===== src/rtl/hs_stage_pkg.sv =====
package hs_stage_pkg;

  localparam int NUM_WATCH = 3;
  localparam int IDX_REQ   = 0;
  localparam int IDX_DONE  = 1;
  localparam int IDX_ACK   = 2;

  typedef enum logic [2:0] {
    ST_IDLE         = 3'd0,
    ST_WAIT_DONE_HI = 3'd1,
    ST_WAIT_ACK_HI  = 3'd2,
    ST_WAIT_REQ_LO  = 3'd3,
    ST_WAIT_DONE_LO = 3'd4,
    ST_WAIT_ACK_LO  = 3'd5
  } phase_t;

endpackage


===== src/rtl/hs_input_sampler.sv =====
module hs_input_sampler #(
  parameter int WIDTH = 3
) (
  input  logic             clk,
  input  logic             rst,
  input  logic [WIDTH-1:0] raw_i,
  output logic [WIDTH-1:0] lvl_o,
  output logic [WIDTH-1:0] tog_o
);

  logic [WIDTH-1:0] cur_q;
  logic [WIDTH-1:0] old_q;

  for (genvar g = 0; g < WIDTH; g++) begin : g_bit
    always_ff @(posedge clk) begin
      if (rst) begin
        cur_q[g] <= 1'b0;
        old_q[g] <= 1'b0;
      end else begin
        cur_q[g] <= raw_i[g];
        old_q[g] <= cur_q[g];
      end
    end
    assign tog_o[g] = cur_q[g] ^ old_q[g];
  end

  assign lvl_o = cur_q;

endmodule


===== src/rtl/hs_sequencer.sv =====
module hs_sequencer
  import hs_stage_pkg::*;
#(
  parameter int WIDTH = NUM_WATCH
) (
  input  logic             clk,
  input  logic             rst,
  input  logic [WIDTH-1:0] lvl_i,
  output logic [WIDTH-1:0] awaited_o,
  output logic             start_o,
  output logic             oreq_o,
  output logic             iack_o
);

  phase_t st_q, st_d;
  logic   start_q, oreq_q, iack_q;

  always_comb begin
    st_d = st_q;
    unique case (st_q)
      ST_IDLE:         if (lvl_i[IDX_REQ])   st_d = ST_WAIT_DONE_HI;
      ST_WAIT_DONE_HI: if (lvl_i[IDX_DONE])  st_d = ST_WAIT_ACK_HI;
      ST_WAIT_ACK_HI:  if (lvl_i[IDX_ACK])   st_d = ST_WAIT_REQ_LO;
      ST_WAIT_REQ_LO:  if (!lvl_i[IDX_REQ])  st_d = ST_WAIT_DONE_LO;
      ST_WAIT_DONE_LO: if (!lvl_i[IDX_DONE]) st_d = ST_WAIT_ACK_LO;
      ST_WAIT_ACK_LO:  if (!lvl_i[IDX_ACK])  st_d = ST_IDLE;
      default:                               st_d = ST_IDLE;
    endcase
  end

  always_comb begin
    awaited_o = '0;
    unique case (st_q)
      ST_IDLE, ST_WAIT_REQ_LO:         awaited_o[IDX_REQ]  = 1'b1;
      ST_WAIT_DONE_HI, ST_WAIT_DONE_LO: awaited_o[IDX_DONE] = 1'b1;
      ST_WAIT_ACK_HI, ST_WAIT_ACK_LO:  awaited_o[IDX_ACK]  = 1'b1;
      default:                         awaited_o = '0;
    endcase
  end

  always_ff @(posedge clk) begin
    if (rst) begin
      st_q    <= ST_IDLE;
      start_q <= 1'b0;
      oreq_q  <= 1'b0;
      iack_q  <= 1'b0;
    end else begin
      st_q    <= st_d;
      start_q <= (st_d == ST_WAIT_DONE_HI) || (st_d == ST_WAIT_ACK_HI) ||
                 (st_d == ST_WAIT_REQ_LO);
      oreq_q  <= (st_d == ST_WAIT_ACK_HI) || (st_d == ST_WAIT_REQ_LO) ||
                 (st_d == ST_WAIT_DONE_LO);
      iack_q  <= (st_d == ST_WAIT_REQ_LO) || (st_d == ST_WAIT_DONE_LO) ||
                 (st_d == ST_WAIT_ACK_LO);
    end
  end

  assign start_o = start_q;
  assign oreq_o  = oreq_q;
  assign iack_o  = iack_q;

  AST_START_RISE_AFTER_REQ: assert property (@(posedge clk) disable iff (rst)
    $rose(start_q) |-> ($past(lvl_i[IDX_REQ]) && !oreq_q && !iack_q));
  AST_OREQ_RISE_AFTER_DONE: assert property (@(posedge clk) disable iff (rst)
    $rose(oreq_q) |-> ($past(lvl_i[IDX_DONE]) && start_q));
  AST_IACK_RISE_AFTER_ACK: assert property (@(posedge clk) disable iff (rst)
    $rose(iack_q) |-> ($past(lvl_i[IDX_ACK]) && oreq_q));
  AST_START_FALL_AFTER_REQ: assert property (@(posedge clk) disable iff (rst)
    $fell(start_q) |-> (!$past(lvl_i[IDX_REQ]) && iack_q));
  AST_OREQ_FALL_AFTER_DONE: assert property (@(posedge clk) disable iff (rst)
    $fell(oreq_q) |-> (!$past(lvl_i[IDX_DONE]) && !start_q));
  AST_IACK_FALL_AFTER_ACK: assert property (@(posedge clk) disable iff (rst)
    $fell(iack_q) |-> (!$past(lvl_i[IDX_ACK]) && !oreq_q));

endmodule


===== src/rtl/hs_error_monitor.sv =====
module hs_error_monitor #(
  parameter int WIDTH = 3
) (
  input  logic             clk,
  input  logic             rst,
  input  logic [WIDTH-1:0] tog_i,
  input  logic [WIDTH-1:0] awaited_i,
  output logic             err_o
);

  logic [WIDTH-1:0] stray;
  logic             err_q;

  assign stray = tog_i & ~awaited_i;

  always_ff @(posedge clk) begin
    if (rst) err_q <= 1'b0;
    else     err_q <= err_q | (|stray);
  end

  assign err_o = err_q;

  AST_ERR_STICKY: assert property (@(posedge clk) disable iff (rst)
    err_q |=> err_q);

endmodule


===== src/rtl/hs4_stage_ctrl.sv =====
module hs4_stage_ctrl
  import hs_stage_pkg::*;
(
  input  logic clk,
  input  logic rst,
  input  logic up_req,
  output logic up_ack,
  output logic dp_start,
  input  logic dp_done,
  output logic dn_req,
  input  logic dn_ack,
  output logic proto_err
);

  localparam int W = NUM_WATCH;

  logic [W-1:0] raw, lvl, tog, awaited;
  logic [2:0]   hs_out;

  always_comb begin
    raw           = '0;
    raw[IDX_REQ]  = up_req;
    raw[IDX_DONE] = dp_done;
    raw[IDX_ACK]  = dn_ack;
  end

  hs_input_sampler #(.WIDTH(W)) u_sampler (
    .clk   (clk),
    .rst   (rst),
    .raw_i (raw),
    .lvl_o (lvl),
    .tog_o (tog)
  );

  hs_sequencer #(.WIDTH(W)) u_seq (
    .clk       (clk),
    .rst       (rst),
    .lvl_i     (lvl),
    .awaited_o (awaited),
    .start_o   (dp_start),
    .oreq_o    (dn_req),
    .iack_o    (up_ack)
  );

  hs_error_monitor #(.WIDTH(W)) u_err (
    .clk       (clk),
    .rst       (rst),
    .tog_i     (tog),
    .awaited_i (awaited),
    .err_o     (proto_err)
  );

  assign hs_out = {up_ack, dn_req, dp_start};

  AST_SINGLE_OUTPUT_STEP: assert property (@(posedge clk) disable iff (rst)
    $countones(hs_out ^ $past(hs_out)) <= 1);
  AST_RESET_CLEAR: assert property (@(posedge clk)
    rst |=> (hs_out == 3'b000 && !proto_err));

endmodule


===== config.mk =====
export PLATFORM = sky130hd
export DESIGN_NAME = hs4_stage_ctrl
export DESIGN_NICKNAME = d
export VERILOG_FILES = /design/src/rtl/hs_stage_pkg.sv /design/src/rtl/hs_input_sampler.sv /design/src/rtl/hs_sequencer.sv /design/src/rtl/hs_error_monitor.sv /design/src/rtl/hs4_stage_ctrl.sv
export SDC_FILE = /design/constraint.sdc
export NUM_CORES = 1
export LEC_CHECK = 0
export BUFFER_PORTS_ARGS = -buffer_cell sky130_fd_sc_hd__clkbuf_2
export CAP_MARGIN = 15
export CORE_MARGIN = 8
export CORE_UTILIZATION = 40
export DETAILED_ROUTE_END_ITERATION = 8
export PLACE_DENSITY = 0.63
export SLEW_MARGIN = 20
export SYNTH_ARGS = -nofsm -noshare
export SYNTH_HDL_FRONTEND = slang
export SYNTH_HIERARCHICAL = 1
export SYNTH_SLANG_ARGS = --single-unit

===== constraint.sdc =====
create_clock -name clk -period 2.9 [get_ports clk]
set_input_delay 0.87 -clock clk [delete_from_list [all_inputs] [get_ports clk]]
set_output_delay 0.87 -clock clk [all_outputs]
set_load 0.02 [all_outputs]

Word-level counts from Yosys, hierarchy flattened. Index checks and enable logic that the tools add are counted.

Bits in registers: 13. Word-level logic and storage cells: 48. Bits of input ports: 5. Output and inout bits: 4.

Mux-type cells: 10. Bitwise operators: 6. Reductions and logical operators: 11. Equality and inequality tests: 10.

Operator list (number): 3-bit 2-to-1 mux (6); 3-bit one-hot mux with 6 select lines (1); 3-bit by 2-bit == test with 1-bit output (second input constant) (4); 3-bit == test (second input constant) (4); 3-bit by 1-bit == test with 1-bit output (second input constant) (2); 1-bit logical OR (6); 2-bit OR reduction (3); 3-bit AND (1); 3-bit logical NOT (1); 1-bit 2-to-1 mux (3); 3-bit NOT (1); 3-bit OR reduction (1); 1-bit XOR (3); 1-bit bitwise OR (1).

Logic depth before layout (Yosys ltp). Gate-level depths: netlist (run 1).

Depth after elaboration: 7. Mapped depth: 6. Depth with buffers taken out: 5.

Hierarchy. The synthesis (run 1) kept the hierarchy.

Modules (own cells, without submodules): hs_sequencer (area each 360.3 µm², instances 1, cells each 43); hs_input_sampler (area each 186.4 µm², instances 1, cells each 15); hs_error_monitor (area each 58.8 µm², instances 1, cells each 6).

Worst setup path after synthesis (run 1). OpenSTA, ideal clock, no wires.

Kind: register to output. Start: register u_err.err_q (netlist: u_err/err_o). End: output proto_err. Setup slack: 1620 ps. Data arrival time: 410 ps. Buffers on the path: 0. Data required time: 2030 ps. Stages on the path, launching flop included: 1. Cell sequence: dfxtp_1.

RTL lines: start, declared (RTL line hs_error_monitor.sv:12) `logic err_q;`; start signal, assigned (RTL line hs_error_monitor.sv:18) `else err_q <= err_q | (|stray);`; end, declared (RTL line hs4_stage_ctrl.sv:12) `output logic proto_err`.

No word-level cell between the ends.

Final worst setup path (run 1).
Start: register u_err.err_q (netlist: u_err/err_o). End: output proto_err.

No word-level cell between the ends.

==> impl_metrics.json, run 1 <==
{
  "dp_hpwl_um": 705,
  "drt_wl_total_um": 1020,
  "maxSlewViolCount": 0,
  "grt_max_degree": 14,
  "cts_buffer_depth": 2,
  "p_per_area_nw_per_um2": 534,
  "clock_latency_ns": 0.27,
  "die_w_um": 54.9,
  "track_usage": 0.0809,
  "syn_to_final_growth_pct": 10.3,
  "synth_cells": 64,
  "antenna_found_initial": 0,
  "die_h_um": 54.9,
  "worstSetupPathType": "flip-flop to primary output",
  "max_clock_freq_mhz": 611,
  "netSwitchingFraction": 0.260,
  "critPathMaxFanout": 2,
  "power.switching_uw": 92.7,
  "clockPowerShare": 0.312,
  "dpl.cell_count": 85,
  "setup_viol": 0,
  "start_kind": "flip-flop",
  "cts.repair.resized": 0,
  "tns_ns": 0,
  "register_area_um2": 260,
  "synth_top_area_frac": 0.430,
  "hold_viol_final": 0,
  "clockRootBuffer": "clkbuf_4",
  "min_period_ns": 1.64,
  "port_buffers": 8,
  "ir_drop_v": 0.000243,
  "cp-end-kind": "primary output",
  "drt_iter0_markers": 6,
  "dr.pass1.iters": 4,
  "yosysUniqueCellTypes": 27,
  "crit_chain": "clkbuf_2",
  "min_path_type": "flip-flop to flip-flop",
  "drive_gt1_frac": 0.205,
  "setup_slack_ns": 1.26,
  "synth-seq-area-share": 0.430,
  "drtAntennaViolNets": 0,
  "grt_pass1_vias": 400,
  "leakage_nw": 0.275,
  "ys_ff_latch": 13,
  "drc": 0,
  "place_ws_ns": 1.47,
  "synth_top_area_cell": "dfxtp_1",
  "ys_warn_count": 6,
  "final_cell_mix": "dfxtp_1, clkbuf_2, nor2b_1",
  "p_seq_frac": 0.562,
  "post_cts_buffers": 0,
  "row_count": 14,
  "mostFrequentLayoutCell": "dfxtp_1",
  "num_vias": 431,
  "design_area_um2": 668,
  "critPathTopFamily": "flip-flops",
  "n_antenna_cell": 0,
  "crit_path_top_delay_cell": "dfxtp_1",
  "synth_area_leaders": "dfxtp_1, nor2b_1, nand2b_1",
  "clkSinkCount": 13,
  "cap_violations": 0,
  "overflow": 0,
  "cp.arrival_ns": 0.77,
  "relSlewSlack": 0.731,
  "start_util": 0.417,
  "worst-path-buf-inv": 1,
  "gp_congestion": 0.694,
  "skew_ns": 0.00194,
  "post-route-util": 0.460,
  "fin_crit_sh": 0.564,
  "whs_ns": 0.501,
  "cp_slowest_stage_delay_ns": 0.33,
  "status": "finished clean",
  "die_area_um2": 3020,
  "numCtsBuffers": 3,
  "p_int_uw": 264,
  "grt_pass1_wl_um": 1750,
  "fin_cells": 89,
  "routed_via_density": 4.84,
  "syn_nets": 69,
  "num-fill-cells": 150,
  "cts.htree.levels": 1,
  "synth_area_um2": 606,
  "dpl_cell_area_um2": 642,
  "core_um2": 1450,
  "wl_per_cell_um": 11.5,
  "cts_hold_buf": 0,
  "ioPinCount": 9,
  "tightest_slew_ns": 0.403,
  "multiInputGateArea_um2": 303,
  "avgSynthCellArea_um2": 9.46,
  "crit_required_ns": 2.03,
  "nNetsFinal": 79,
  "p_total_uw": 357,
  "cts_tree": "built",
  "combPwrFrac": 0.126,
  "clk_pin_slew_worst_paths_ns": 0.08,
  "grt_setup_unrepaired": "no"
}
## worst paths after layout
path / startpoint / slack, ns / cells after the start / endpoint
setup / recovery: u_err/err_o$_SDFF_PP0_ / 1.26 / 1 / proto_err
hold / removal: u_err/err_o$_SDFF_PP0_ / 0.50 / 2 / u_err/err_o$_SDFF_PP0_
setup reg to reg: u_seq/st_q[0]$_SDFF_PP0_ / 1.57 / 3 / u_seq/st_q[0]$_SDFF_PP0_
hold reg to reg: u_err/err_o$_SDFF_PP0_ / 0.50 / 2 / u_err/err_o$_SDFF_PP0_
## area by class of cell
type / count / area share
clock buffer: 4 / 0.0393
inverter: 5 / 0.0281
multi-input combinational: 43 / 0.453
sequential: 13 / 0.390
tap: 16 / 0.0300
timing repair buffer: 8 / 0.0599
## kinds of logic (layout without fill, tap and decap cells)
family	after synthesis	count (layout)	share of synthesized area
compound gates	12	12	0.155
xor+xnor	5	5	0.0723
buf+inv	8	17	0.0702
flops	13	13	0.430
simple gates	26	26	0.273
## cells in the mapped netlist
cell type	count
o21ai_0	2
dfxtp_1	13
a211oi_1	2
a21oi_1	2
nor2_1	4
a221oi_1	1
o22ai_1	1
xor2_1	4
nor2b_1	7
a41oi_2	1
and4bb_2	1
nor3b_2	1
or2b_1	1
a21boi_1	1
o32a_1	1
nor3_1	1
nand3_1	1
inv_1	5
xnor2_1	1
buf_6	1
nand2b_1	6
a311o_1	1
nand2_1	2
buf_2	1
nor2b_2	1
buf_4	1
and4b_1	1
## flip-flops by register name (all words and copies together), names as in the netlist
signal	count
u_sampler/lvl_o	3
u_sampler/old_q	3
u_seq/st_q	3
u_err/err_o	1
u_seq/iack_o	1
u_seq/oreq_o	1
u_seq/start_o	1
## routing by layer
metal	vias to the layer above	wire [µm]	GRT usage
met3	2	47	0.0241
li1	234	-	-
met4	0	10	0.0600
met1	190	495	0.0913
met5	-	0	0
met2	5	470	0.126
## power by group through the flow
| stage | registers, mW | clock network (mW) | logic, mW |
|---|---|---|---|
| global route | 0.203 | 0.121 | 0.0507 |
| floorplan | 0.204 | 0 | 0.0352 |
| finish | 0.201 | 0.111 | 0.0450 |
| global placement | 0.205 | 0 | 0.0452 |
| detailed placement | 0.205 | 0 | 0.0455 |
| CTS | 0.201 | 0.114 | 0.0456 |
Power figures use the tool's default switching activity.
==> run 2: changes to the inputs <==
==> constraint.sdc (replaced) <==
create_clock -name clk -period 1.68 [get_ports clk]
set_input_delay 0.504 -clock clk [delete_from_list [all_inputs] [get_ports clk]]
set_output_delay 0.504 -clock clk [all_outputs]
set_load 0.02 [all_outputs]
==> impl_metrics.json, run 2 (synthesis results as in run 1) <==
{
  "leakage_nw": 0.275,
  "die_area_um2": 3020,
  "ioPinCount": 9,
  "max_clock_freq_mhz": 739,
  "cts_buffer_depth": 2,
  "die_w_um": 54.9,
  "relSlewSlack": 0.737,
  "min_path_cells": 2,
  "status": "finished clean",
  "clockRootBuffer": "clkbuf_4",
  "cts_tree": "built",
  "syn_to_final_growth_pct": 10.3,
  "r2r_cells": 3,
  "critPathMaxFanout": 13,
  "gp_congestion": 0.701,
  "min_path_type": "primary input to flip-flop",
  "hold_viol_final": 0,
  "die_h_um": 54.9,
  "maxSlewViolCount": 0,
  "start_kind": "flip-flop",
  "grt_pass1_wl_um": 1720,
  "min_period_ns": 1.35,
  "drtAntennaViolNets": 0,
  "track_usage": 0.0847,
  "crit_required_ns": 1.88,
  "grt_pass1_vias": 401,
  "final_cell_mix": "dfxtp_1, clkbuf_2, nor2b_1",
  "cts.repair.resized": 0,
  "row_count": 14,
  "drt_iter0_markers": 15,
  "nNetsFinal": 79,
  "p_per_area_nw_per_um2": 912,
  "numCtsBuffers": 3,
  "wl_per_cell_um": 11.3,
  "post-route-util": 0.460,
  "antenna_found_initial": 0,
  "clkSinkCount": 13,
  "port_buffers": 8,
  "ir_drop_v": 0.000552,
  "grt_setup_unrepaired": "no",
  "worstSetupPathType": "flip-flop to flip-flop",
  "dp_hpwl_um": 718,
  "grt_max_degree": 14,
  "cts_hold_buf": 0,
  "post_cts_buffers": 0,
  "clock_latency_ns": 0.27,
  "cp.arrival_ns": 1.56,
  "setup_viol": 0,
  "fin_crit_sh": 0.805,
  "cap_violations": 0,
  "drc": 0,
  "drt_wl_total_um": 1010,
  "mostFrequentLayoutCell": "dfxtp_1",
  "overflow": 0,
  "cts.htree.levels": 1,
  "cp-end-kind": "flip-flop",
  "start_util": 0.417,
  "dr.pass1.iters": 4,
  "tightest_slew_ns": 0.395,
  "num_vias": 457,
  "drive_gt1_frac": 0.205,
  "core_um2": 1450,
  "routed_via_density": 5.13,
  "clk_pin_slew_worst_paths_ns": 0.07,
  "tns_ns": 0,
  "skew_ns": 0.00401,
  "n_antenna_cell": 0
}
## run 2: worst max-delay path: stages (launching register included)
cell,delay (ns)
dfxtp_1,0.56
or2b_1,0.27
a311o_1,0.32
a21oi_1,0.12
## run 2: final timing paths
check	startpoint	end	slack [ns]
max	u_seq/st_q[0]$_SDFF_PP0_	u_seq/st_q[0]$_SDFF_PP0_	0.33
min	dp_done	u_sampler/lvl_o[1]$_SDFF_PP0_	0.44
max reg2reg	u_seq/st_q[0]$_SDFF_PP0_	u_seq/st_q[0]$_SDFF_PP0_	0.33
min reg2reg	u_err/err_o$_SDFF_PP0_	u_err/err_o$_SDFF_PP0_	0.50
## run 2: area by class of cell
type / instances / area (µm²)
sequential: 13 / 260
multi-input combinational: 43 / 303
fill: 138 / 786
tap: 16 / 20.0
inverter: 5 / 18.8
clock buffer: 4 / 26.3
timing repair buffer: 8 / 40.0
## run 2: where the power goes
group	internal [mW]	leakage, nW	switching, mW
logic	0.0392	0.153	0.0395
registers	0.325	0.107	0.0208
clock network	0.0919	0.0150	0.0923
## run 2: metrics by stage
stage	area [µm²]	setup WS (ns)	hold slack, ns	cells	power (mW)
2_1_floorplan	606	0.567	0.486	64	0.412
3_3_place_gp	642	0.376	0.487	85	0.432
3_5_place_dp	642	0.348	0.494	85	0.433
4_1_cts	668	0.324	0.434	89	0.619
5_1_grt	668	0.243	0.444	89	0.649
6_report	668	0.327	0.441	89	0.609
## run 2: metal layers
metal / vias up / part of all wire / track usage
met1: 207 / 0.42 / 0.0851
li1: 238 / - / -
met4: 0 / 0.042 / 0.0840
met3: 4 / 0.048 / 0.0241
met2: 8 / 0.49 / 0.136
met5: - / 0 / 0
==> run 3: changes to the inputs <==
--- a/config.mk
+++ b/config.mk
@@ -10,7 +10,7 @@
 export CORE_MARGIN = 8
 export CORE_UTILIZATION = 40
 export DETAILED_ROUTE_END_ITERATION = 8
-export PLACE_DENSITY = 0.63
+export PLACE_DENSITY = 0.66
 export SLEW_MARGIN = 20
 export SYNTH_ARGS = -nofsm -noshare
 export SYNTH_HDL_FRONTEND = slang
==> constraint.sdc (replaced) <==
create_clock -name clk -period 1.24 [get_ports clk]
set_input_delay 0.372 -clock clk [delete_from_list [all_inputs] [get_ports clk]]
set_output_delay 0.372 -clock clk [all_outputs]
set_load 0.02 [all_outputs]
==> impl_metrics.json, run 3 (synthesis results as in run 1) <==
{
  "setup_slack_ns": 0.0885,
  "worstSetupPathType": "flip-flop to flip-flop",
  "r2r_slack_ns": 0.09,
  "die_h_um": 54.9,
  "mostFrequentLayoutCell": "dfxtp_1",
  "final_cell_mix": "dfxtp_1, clkbuf_2, nor2b_1",
  "antenna_found_initial": 0,
  "row_count": 14,
  "num-fill-cells": 146,
  "clkSinkCount": 13,
  "track_usage": 0.0879,
  "cp-end-kind": "flip-flop",
  "clock_latency_ns": 0.28,
  "gp_congestion": 0.826,
  "nNetsFinal": 84,
  "ioPinCount": 9,
  "cp_slowest_stage_delay_ns": 0.43,
  "dr.pass1.iters": 3,
  "dpl_cell_area_um2": 679,
  "p_per_area_nw_per_um2": 1200,
  "drive_gt1_frac": 0.295,
  "routed_via_density": 4.84,
  "core_um2": 1450,
  "grt_pass1_wl_um": 1930,
  "start_kind": "flip-flop",
  "n_antenna_cell": 0,
  "crit_path_top_delay_cell": "dfxtp_2",
  "drt_wl_total_um": 1020,
  "port_buffers": 8,
  "leakage_nw": 0.303,
  "max_clock_freq_mhz": 868,
  "start_util": 0.417,
  "place_ws_ns": 0.00977,
  "register_area_um2": 264,
  "clockRootBuffer": "clkbuf_4",
  "numCtsBuffers": 3,
  "overflow": 0,
  "cts_hold_buf": 0,
  "num_vias": 455,
  "cp.arrival_ns": 1.36,
  "die_w_um": 54.9,
  "worst-path-buf-inv": 0,
  "design_area_um2": 709,
  "fin_crit_sh": 0.929,
  "min_path_type": "primary input to flip-flop",
  "grt_max_degree": 14,
  "dp_hpwl_um": 745,
  "clk_pin_slew_worst_paths_ns": 0.08,
  "grt_pass1_vias": 440,
  "tns_ns": 0,
  "setup_viol": 0,
  "cap_violations": 0,
  "cts.htree.levels": 1,
  "critPathMaxFanout": 11,
  "multiInputGateArea_um2": 303,
  "relSlewSlack": 0.813,
  "hold_viol_final": 0,
  "skew_ns": 0.00317,
  "drtAntennaViolNets": 0,
  "drc": 0,
  "maxSlewViolCount": 0,
  "status": "finished clean",
  "die_area_um2": 3020,
  "grt_setup_unrepaired": "no",
  "ir_drop_v": 0.000635,
  "crit_chain": "or2b_1 > a311o_1 > a21oi_1",
  "drt_iter0_markers": 11,
  "wl_per_cell_um": 10.9,
  "min_period_ns": 1.15,
  "tightest_slew_ns": 0.281,
  "cts_tree": "built",
  "cts_buffer_depth": 2,
  "crit_required_ns": 1.45,
  "critPathTopFamily": "flip-flops",
  "syn_to_final_growth_pct": 17.1
}
[run 3: cell types whose count changed in the layout (fill, tap and decap cells not counted)]
| cell | previous run | this run |
|---|---|---|
| dfxtp_2 | 0 | 3 |
| buf_4 | 0 | 5 |
| dfxtp_1 | 13 | 10 |
[run 3: worst paths after layout]
path,cells after the start,startpoint,to
max,3,u_seq/st_q[0]$_SDFF_PP0_,u_seq/st_q[0]$_SDFF_PP0_
min,2,dp_done,u_sampler/lvl_o[1]$_SDFF_PP0_
max reg2reg,3,u_seq/st_q[0]$_SDFF_PP0_,u_seq/st_q[0]$_SDFF_PP0_
min reg2reg,1,u_sampler/lvl_o[1]$_SDFF_PP0_,u_sampler/old_q[1]$_SDFF_PP0_
[run 3: layout make-up]
| type | instances | area share |
|---|---|---|
| sequential | 13 | 0.372 |
| inverter | 5 | 0.0265 |
| timing repair buffer | 13 | 0.109 |
| clock buffer | 4 | 0.0370 |
| multi-input combinational | 43 | 0.427 |
| tap | 16 | 0.0282 |
[run 3: per-layer routing]
metal,part of all wire,track usage,vias to the layer above
met5,0,0,-
met4,0.021,0.0600,0
met3,0.048,0.0321,4
met2,0.47,0.123,5
met1,0.46,0.110,200
li1,-,-,246
[run 3: timing repair]
| item | in CTS | in global routing |
|---|---|---|
| setup buffers | 0 | 0 |
| endpoints found under the setup margin | 1 | 5 |
| hold endpoints to repair | 0 | 0 |
| gates resized for setup | 1 | 2 |
[run 3: where the power goes]
group	switching [mW]	internal (mW)	total, mW
registers	0.0239	0.442	0.466
logic	0.0596	0.0685	0.128
clock network	0.134	0.125	0.259
total	0.217	0.635	0.853
[run 3: per-stage QoR]
step | cells | hold slack, ns | util | power, mW
finish | 94 | 0.306 | 0.488 | 0.853
global route | 94 | 0.323 | 0.488 | 0.909
CTS | 94 | 0.292 | 0.486 | 0.874
detailed placement | 90 | 0.467 | 0.467 | 0.605
global placement | 90 | 0.466 | 0.467 | 0.604
floorplan | 64 | 0.435 | - | 0.559
